[config.mk]
export PLATFORM = sky130hd
export DESIGN_NAME = pwrclk_ctrl
export DESIGN_NICKNAME = d
export VERILOG_FILES = /design/src/rtl/pwrclk_pkg.sv /design/src/rtl/pwrclk_cfgreg.sv /design/src/rtl/pwrclk_clkgate.sv /design/src/rtl/pwrclk_stab.sv /design/src/rtl/pwrclk_ctrl.sv
export SDC_FILE = /design/constraint.sdc
export NUM_CORES = 1
export LEC_CHECK = 0
export BUFFER_PORTS_ARGS = -buffer_cell sky130_fd_sc_hd__buf_2
export CORE_MARGIN = 3
export CORE_UTILIZATION = 55
export CTS_BUF_LIST = sky130_fd_sc_hd__clkbuf_8
export CTS_CLUSTER_SIZE = 20
export DETAILED_ROUTE_END_ITERATION = 8
export MAX_ROUTING_LAYER = met4
export PLACE_DENSITY = 0.79
export SLEW_MARGIN = 15
export SYNTH_ARGS = -nofsm -noshare
export SYNTH_HDL_FRONTEND = slang
export SYNTH_SLANG_ARGS = --single-unit
[constraint.sdc]
create_clock -name clk -period 2.6 [get_ports clk]
set_input_delay 0.26 -clock clk [delete_from_list [all_inputs] [get_ports clk]]
set_output_delay 0.26 -clock clk [all_outputs]
set_load 0.005 [all_outputs]
[src/rtl/pwrclk_pkg.sv]
package pwrclk_pkg;

  typedef enum logic [2:0] {
    PM_RUN     = 3'd0,
    PM_SLEEP   = 3'd1,
    PM_SYSSTOP = 3'd2,
    PM_IDLE    = 3'd3,
    PM_STBY    = 3'd4,
    PM_QSTBY   = 3'd5,
    PM_RESTART = 3'd6
  } pm_mode_e;

  // control register bit positions that the state logic decodes
  localparam int CFG_DIV1    = 7;
  localparam int CFG_SEL_HI  = 6;
  localparam int CFG_BUSWAKE = 5;
  localparam int CFG_SEL_LO  = 3;

  function automatic logic is_running(pm_mode_e m);
    return (m == PM_RUN) || (m == PM_SLEEP) || (m == PM_SYSSTOP);
  endfunction

endpackage

[src/rtl/pwrclk_cfgreg.sv]
module pwrclk_cfgreg #(
  parameter int W = 8
) (
  input  logic         clk,
  input  logic         rst_n,
  input  logic         wr_en,
  input  logic [W-1:0] wr_data,
  output logic [W-1:0] q
);
  always_ff @(posedge clk or negedge rst_n) begin
    if (!rst_n)     q <= '0;
    else if (wr_en) q <= wr_data;
  end
endmodule

[src/rtl/pwrclk_clkgate.sv]
module pwrclk_clkgate (
  input  logic clk,
  input  logic rst_n,
  input  logic running,
  input  logic div1,
  output logic mclk_en
);
  logic phase_q;

  // phase restarts at 0 whenever the clock has been blocked
  always_ff @(posedge clk or negedge rst_n) begin
    if (!rst_n) phase_q <= 1'b0;
    else        phase_q <= running ? ~phase_q : 1'b0;
  end

  assign mclk_en = running & (div1 | ~phase_q);
endmodule

[src/rtl/pwrclk_stab.sv]
module pwrclk_stab #(
  parameter int LONG_LOG2 = 17,
  parameter int SHORT_LEN = 64
) (
  input  logic clk,
  input  logic rst_n,
  input  logic load,
  input  logic load_long,
  input  logic run,
  output logic done
);
  localparam int CNT_W = (LONG_LOG2 > $clog2(SHORT_LEN)) ? LONG_LOG2 : $clog2(SHORT_LEN);
  localparam logic [CNT_W-1:0] LONG_V  = CNT_W'((64'd1 << LONG_LOG2) - 64'd1);
  localparam logic [CNT_W-1:0] SHORT_V = CNT_W'(SHORT_LEN - 1);

  logic [CNT_W-1:0] cnt_q;

  assign done = (cnt_q == '0);

  always_ff @(posedge clk or negedge rst_n) begin
    if (!rst_n)           cnt_q <= '0;
    else if (load)        cnt_q <= load_long ? LONG_V : SHORT_V;
    else if (run && !done) cnt_q <= cnt_q - 1'b1;
  end
endmodule

[src/rtl/pwrclk_ctrl.sv]
module pwrclk_ctrl
  import pwrclk_pkg::*;
#(
  parameter int CFG_W      = 8,
  parameter int STAB_LOG2  = 17,
  parameter int STAB_SHORT = 64
) (
  input  logic             clk,
  input  logic             rst_n,
  input  logic             cfg_wr_en,
  input  logic [CFG_W-1:0] cfg_wr_data,
  output logic [CFG_W-1:0] cfg_rd_data,
  input  logic             slp_strobe,
  input  logic             io_stop,
  input  logic             bus_req,
  input  logic             wake_evt,
  output logic             mclk_en,
  output logic             osc_run,
  output logic             clkout_gate,
  output logic [2:0]       pwr_mode,
  output logic             clk_resume
);
  pm_mode_e   mode_q, mode_d;
  logic [CFG_W-1:0] cfg_q;
  logic       stab_done, stab_load, running, exit_req, resume_d;

  pwrclk_cfgreg #(.W(CFG_W)) u_cfg (
    .clk(clk), .rst_n(rst_n), .wr_en(cfg_wr_en), .wr_data(cfg_wr_data), .q(cfg_q)
  );

  assign running  = is_running(mode_q);
  assign exit_req = wake_evt | (bus_req & cfg_q[CFG_BUSWAKE]);

  pwrclk_clkgate u_gate (
    .clk(clk), .rst_n(rst_n), .running(running), .div1(cfg_q[CFG_DIV1]), .mclk_en(mclk_en)
  );

  assign stab_load = (mode_q == PM_RUN) & slp_strobe & io_stop & cfg_q[CFG_SEL_HI];

  pwrclk_stab #(.LONG_LOG2(STAB_LOG2), .SHORT_LEN(STAB_SHORT)) u_stab (
    .clk(clk), .rst_n(rst_n), .load(stab_load), .load_long(~cfg_q[CFG_SEL_LO]),
    .run(mode_q == PM_RESTART), .done(stab_done)
  );

  always_comb begin
    mode_d   = mode_q;
    resume_d = 1'b0;
    unique case (mode_q)
      PM_RUN: if (slp_strobe) begin
        if (!io_stop) mode_d = PM_SLEEP;
        else begin
          unique case ({cfg_q[CFG_SEL_HI], cfg_q[CFG_SEL_LO]})
            2'b00:   mode_d = PM_SYSSTOP;
            2'b01:   mode_d = PM_IDLE;
            2'b10:   mode_d = PM_STBY;
            default: mode_d = PM_QSTBY;
          endcase
        end
      end
      PM_SLEEP, PM_SYSSTOP: if (wake_evt) mode_d = PM_RUN;
      PM_IDLE: if (exit_req) begin
        mode_d   = PM_RUN;
        resume_d = 1'b1;
      end
      PM_STBY, PM_QSTBY: if (exit_req) mode_d = PM_RESTART;
      PM_RESTART: if (stab_done) begin
        mode_d   = PM_RUN;
        resume_d = 1'b1;
      end
      default: mode_d = PM_RUN;
    endcase
  end

  always_ff @(posedge clk or negedge rst_n) begin
    if (!rst_n) begin
      mode_q     <= PM_RUN;
      clk_resume <= 1'b0;
    end else begin
      mode_q     <= mode_d;
      clk_resume <= resume_d;
    end
  end

  assign cfg_rd_data = cfg_q;
  assign osc_run     = (mode_q != PM_STBY) && (mode_q != PM_QSTBY);
  assign clkout_gate = running;
  assign pwr_mode    = mode_q;
endmodule

==> results.yml <==
status:
  outcome: "complete, but fails checks"
  violations: "hold timing"
sta:
  holdWs_ns: -0.00251
  rsz0062_at_grt: "no"
  setup_violations: 0
  tns_ns: 0
  skew_ns: 0.00431
  tightest_slew_ns: 0.821
  hold_viol: 15
  fin_crit_sh_pct: 85.2
  period_needed_ns: 2.21
  maxSlewViolCount: 0
  timing.fmax_mhz: 452
  relSlewSlack_pct: 43.9
  setup_slack_ns: 0.385
clock_network:
  ctsLongestPathBuffers: 2
  cts_buffers: 5
  holdBufCountCts: 0
  h-tree-depth: 2
  ctsResizeCount: 0
  root_buffer: "clkbuf_8"
  clk_pin_slew_ns: 0.07
  worstSkewPairLatency_ns: 0.29
  cts_tree: "done"
  cts_setup_buffers: 0
  clkSinkCount: 30
setup_path:
  worstSetupStartpoint: "u_stab.cnt_q[0]"
  start_kind: "register"
  arrival_ns: 2.34
  cp.required_ns: 2.72
  critPathCapture: "pwr_mode[2]"
  r2r-end: "pwr_mode[2]"
  slowest_delay_ns: 0.52
  endpoint_kind: "register"
  path_max_fanout: 7
  crit_type: "register to register"
  path_cells: "inv_1 -> ha_1 -> or3b_2 -> or4_4 -> o21ai_4 -> a2111oi_0"
  crit_slowest_cell: "or3b_2"
  rrSetupSlack_ns: 0.39
  reg2reg_depth: 6
  reg2reg_from: "u_stab.cnt_q[0]"
drt:
  drt-total-wl_mm: 3.65
  dr.pass1.iters: 4
  post_drt_wl_per_cell_um: 16.3
  drcViolationCount: 0
  avgViaCountPerCell: 6.38
  vias: 1428
  drtIter0Drc: 53
  drt.antenna.violating_nets: 0
logic_synthesis:
  synthMuxAreaShare_pct: 7.67
  synth_area_leaders: "dfrtp_1, mux2_2, mux2i_1, a31oi_1, o21ai_0"
  ys_seq_elements: 30
  synth_compound_area_share_pct: 18.5
  synthCells: 166
  synth-xor-area-share_pct: 0
  yosysWarningCount: 0
  synth_most_common_cell: "dfrtp_1"
  syn_area_per_cell_um2: 10.0
  netlist.area_leader.share_pct: 45.1
  synth-edff-count: 0
  synth_ff_type: "dfrtp_1"
  seq_area_frac_synth_pct: 45.1
  synth.distinct_cells: 47
  synth_fa_ha_area_share_pct: 0.752
  synth_area_um2: 1660
  async_flop_share_pct: 100
  synth_common_cells: "dfrtp_1, inv_1, nor2_1, a31oi_1, o21ai_0"
  synth_top_area_cell: "dfrtp_1"
  syn_nets: 182
  synth_top_family_by_area: "simple AND/OR/NAND/NOR gates"
  yosys.area_share.simple_pct: 22.6
global_routing:
  grt_max_degree: 31
  grt_pass1_vias: 1401
  groute.usage.overall_pct: 23.6
  grt_overflow_total: 0
  grt_first_pass_wirelength_mm: 6.22
  antenna_found_initial: 0
place:
  place_ws_ns: 0.405
  io_buffers: 29
  hpwlAfterDp_mm: 2.60
  place_area_um2: 1800
  gp_congestion: 0.927
job:
  max-cap-violations: 0
floorplanning:
  core-area_um2: 2830
  rows: 19
  initial_core_util_pct: 58.8
  boundaryPins: 30
  dieArea_um2: 3720
  die_h_um: 61.0
  die_w_um: 61.0
final_layout:
  antenna_cells: 0
  fin_area_um2: 1890
  final_nets: 208
  syn_to_final_growth_pct: 13.6
  final.fill_count: 240
  drive_gt1_share_pct: 28.5
worst_hold_path:
  min_path_type: "primary input to async pin"
power:
  power.leakage_nw: 0.788
  finalPower_mw: 1.58
  p_per_area_nw_per_um2: 836
  ir_drop_mv: 0.556
layout by cell type, fill, tap and decap left out, types with 3 or more instances in the layout:
cell type / synthesis / final
o21ai_1: 3 / 3
o21ai_0: 8 / 8
or4_4: 3 / 3
nor2_1: 9 / 9
nor4_1: 5 / 5
dfrtp_1: 30 / 30
or3_1: 5 / 5
nor3_1: 6 / 6
a21oi_1: 7 / 7
buf_2: 2 / 29
a31oi_1: 8 / 8
clkbuf_8: 0 / 5
inv_1: 9 / 9
nand4_1: 5 / 5
nand2_1: 4 / 4
or4_1: 4 / 4
mux2i_1: 6 / 6
nand3_1: 4 / 4
mux2_2: 6 / 6
routing by layer:
| layer | wire [µm] | track usage (%) | part of all wire [%] |
|---|---|---|---|
| met1 | 1600 | 27.2 | 44 |
| met2 | 1740 | 37.3 | 48 |
| met3 | 246 | 8.09 | 6.7 |
| met4 | 62 | 10.2 | 1.7 |
| met5 | 0 | - | 0 |
kinds of logic after synthesis:
group | count (synthesis)
simple gates | 59
flops | 30
fa+ha+maj | 1
buf+inv | 20
mux | 12
compound gates | 44
worst max-delay path: cells and delay by family (launching register included):
family / cells / cell delay (ns)
fa+ha+maj: 1 / 0.21
buf+inv: 1 / 0.08
simple gates: 2 / 1.02
compound gates: 2 / 0.32
flops: 1 / 0.42
how the worst min path moves through the flow:
stage | start | end | slack (ns)
after floorplan | rst_n | clk_resume | -0.04
after global placement | rst_n | u_stab.cnt_q[5] | 0.33
after detailed placement | rst_n | u_stab.cnt_q[5] | 0.33
after CTS | rst_n | u_stab.cnt_q[12] | 0.02
after global routing | rst_n | u_stab.cnt_q[0] | 0.04
final | rst_n | pwr_mode[1] | -0.003
power breakdown:
group	total (mW)	internal, mW	switching, mW	leakage [nW]
clock	0.374	0.187	0.187	0.0441
sequential	0.784	0.603	0.181	0.335
combinational	0.423	0.209	0.213	0.409
flip-flops by register name, summed over array words and instances, names as in the netlist:
name / cells
u_stab.cnt_q: 17
clk_resume: 1
pwr_mode: 3
u_cfg.q: 8
u_gate.phase_q: 1
cell type report:
cell class / instances / area [µm²] / area share [%]
multi-input cells: 116 / 825 / 43.6
flip-flops and latches: 30 / 751 / 39.7
repair buffers: 30 / 153 / 8.07
clock buffers: 5 / 68.8 / 3.64
well taps: 31 / 38.8 / 2.05
inverters: 9 / 33.8 / 1.79
clock inverters: 3 / 21.3 / 1.13
metrics by stage:
step / std cells / util, %
2_1_floorplan: 166 / -
3_3_place_gp: 216 / 63.6
3_5_place_dp: 216 / 63.6
4_1_cts: 224 / 66.8
5_1_grt: 224 / 66.8
6_report: 224 / 66.8
(Power assumes the default switching activity.)
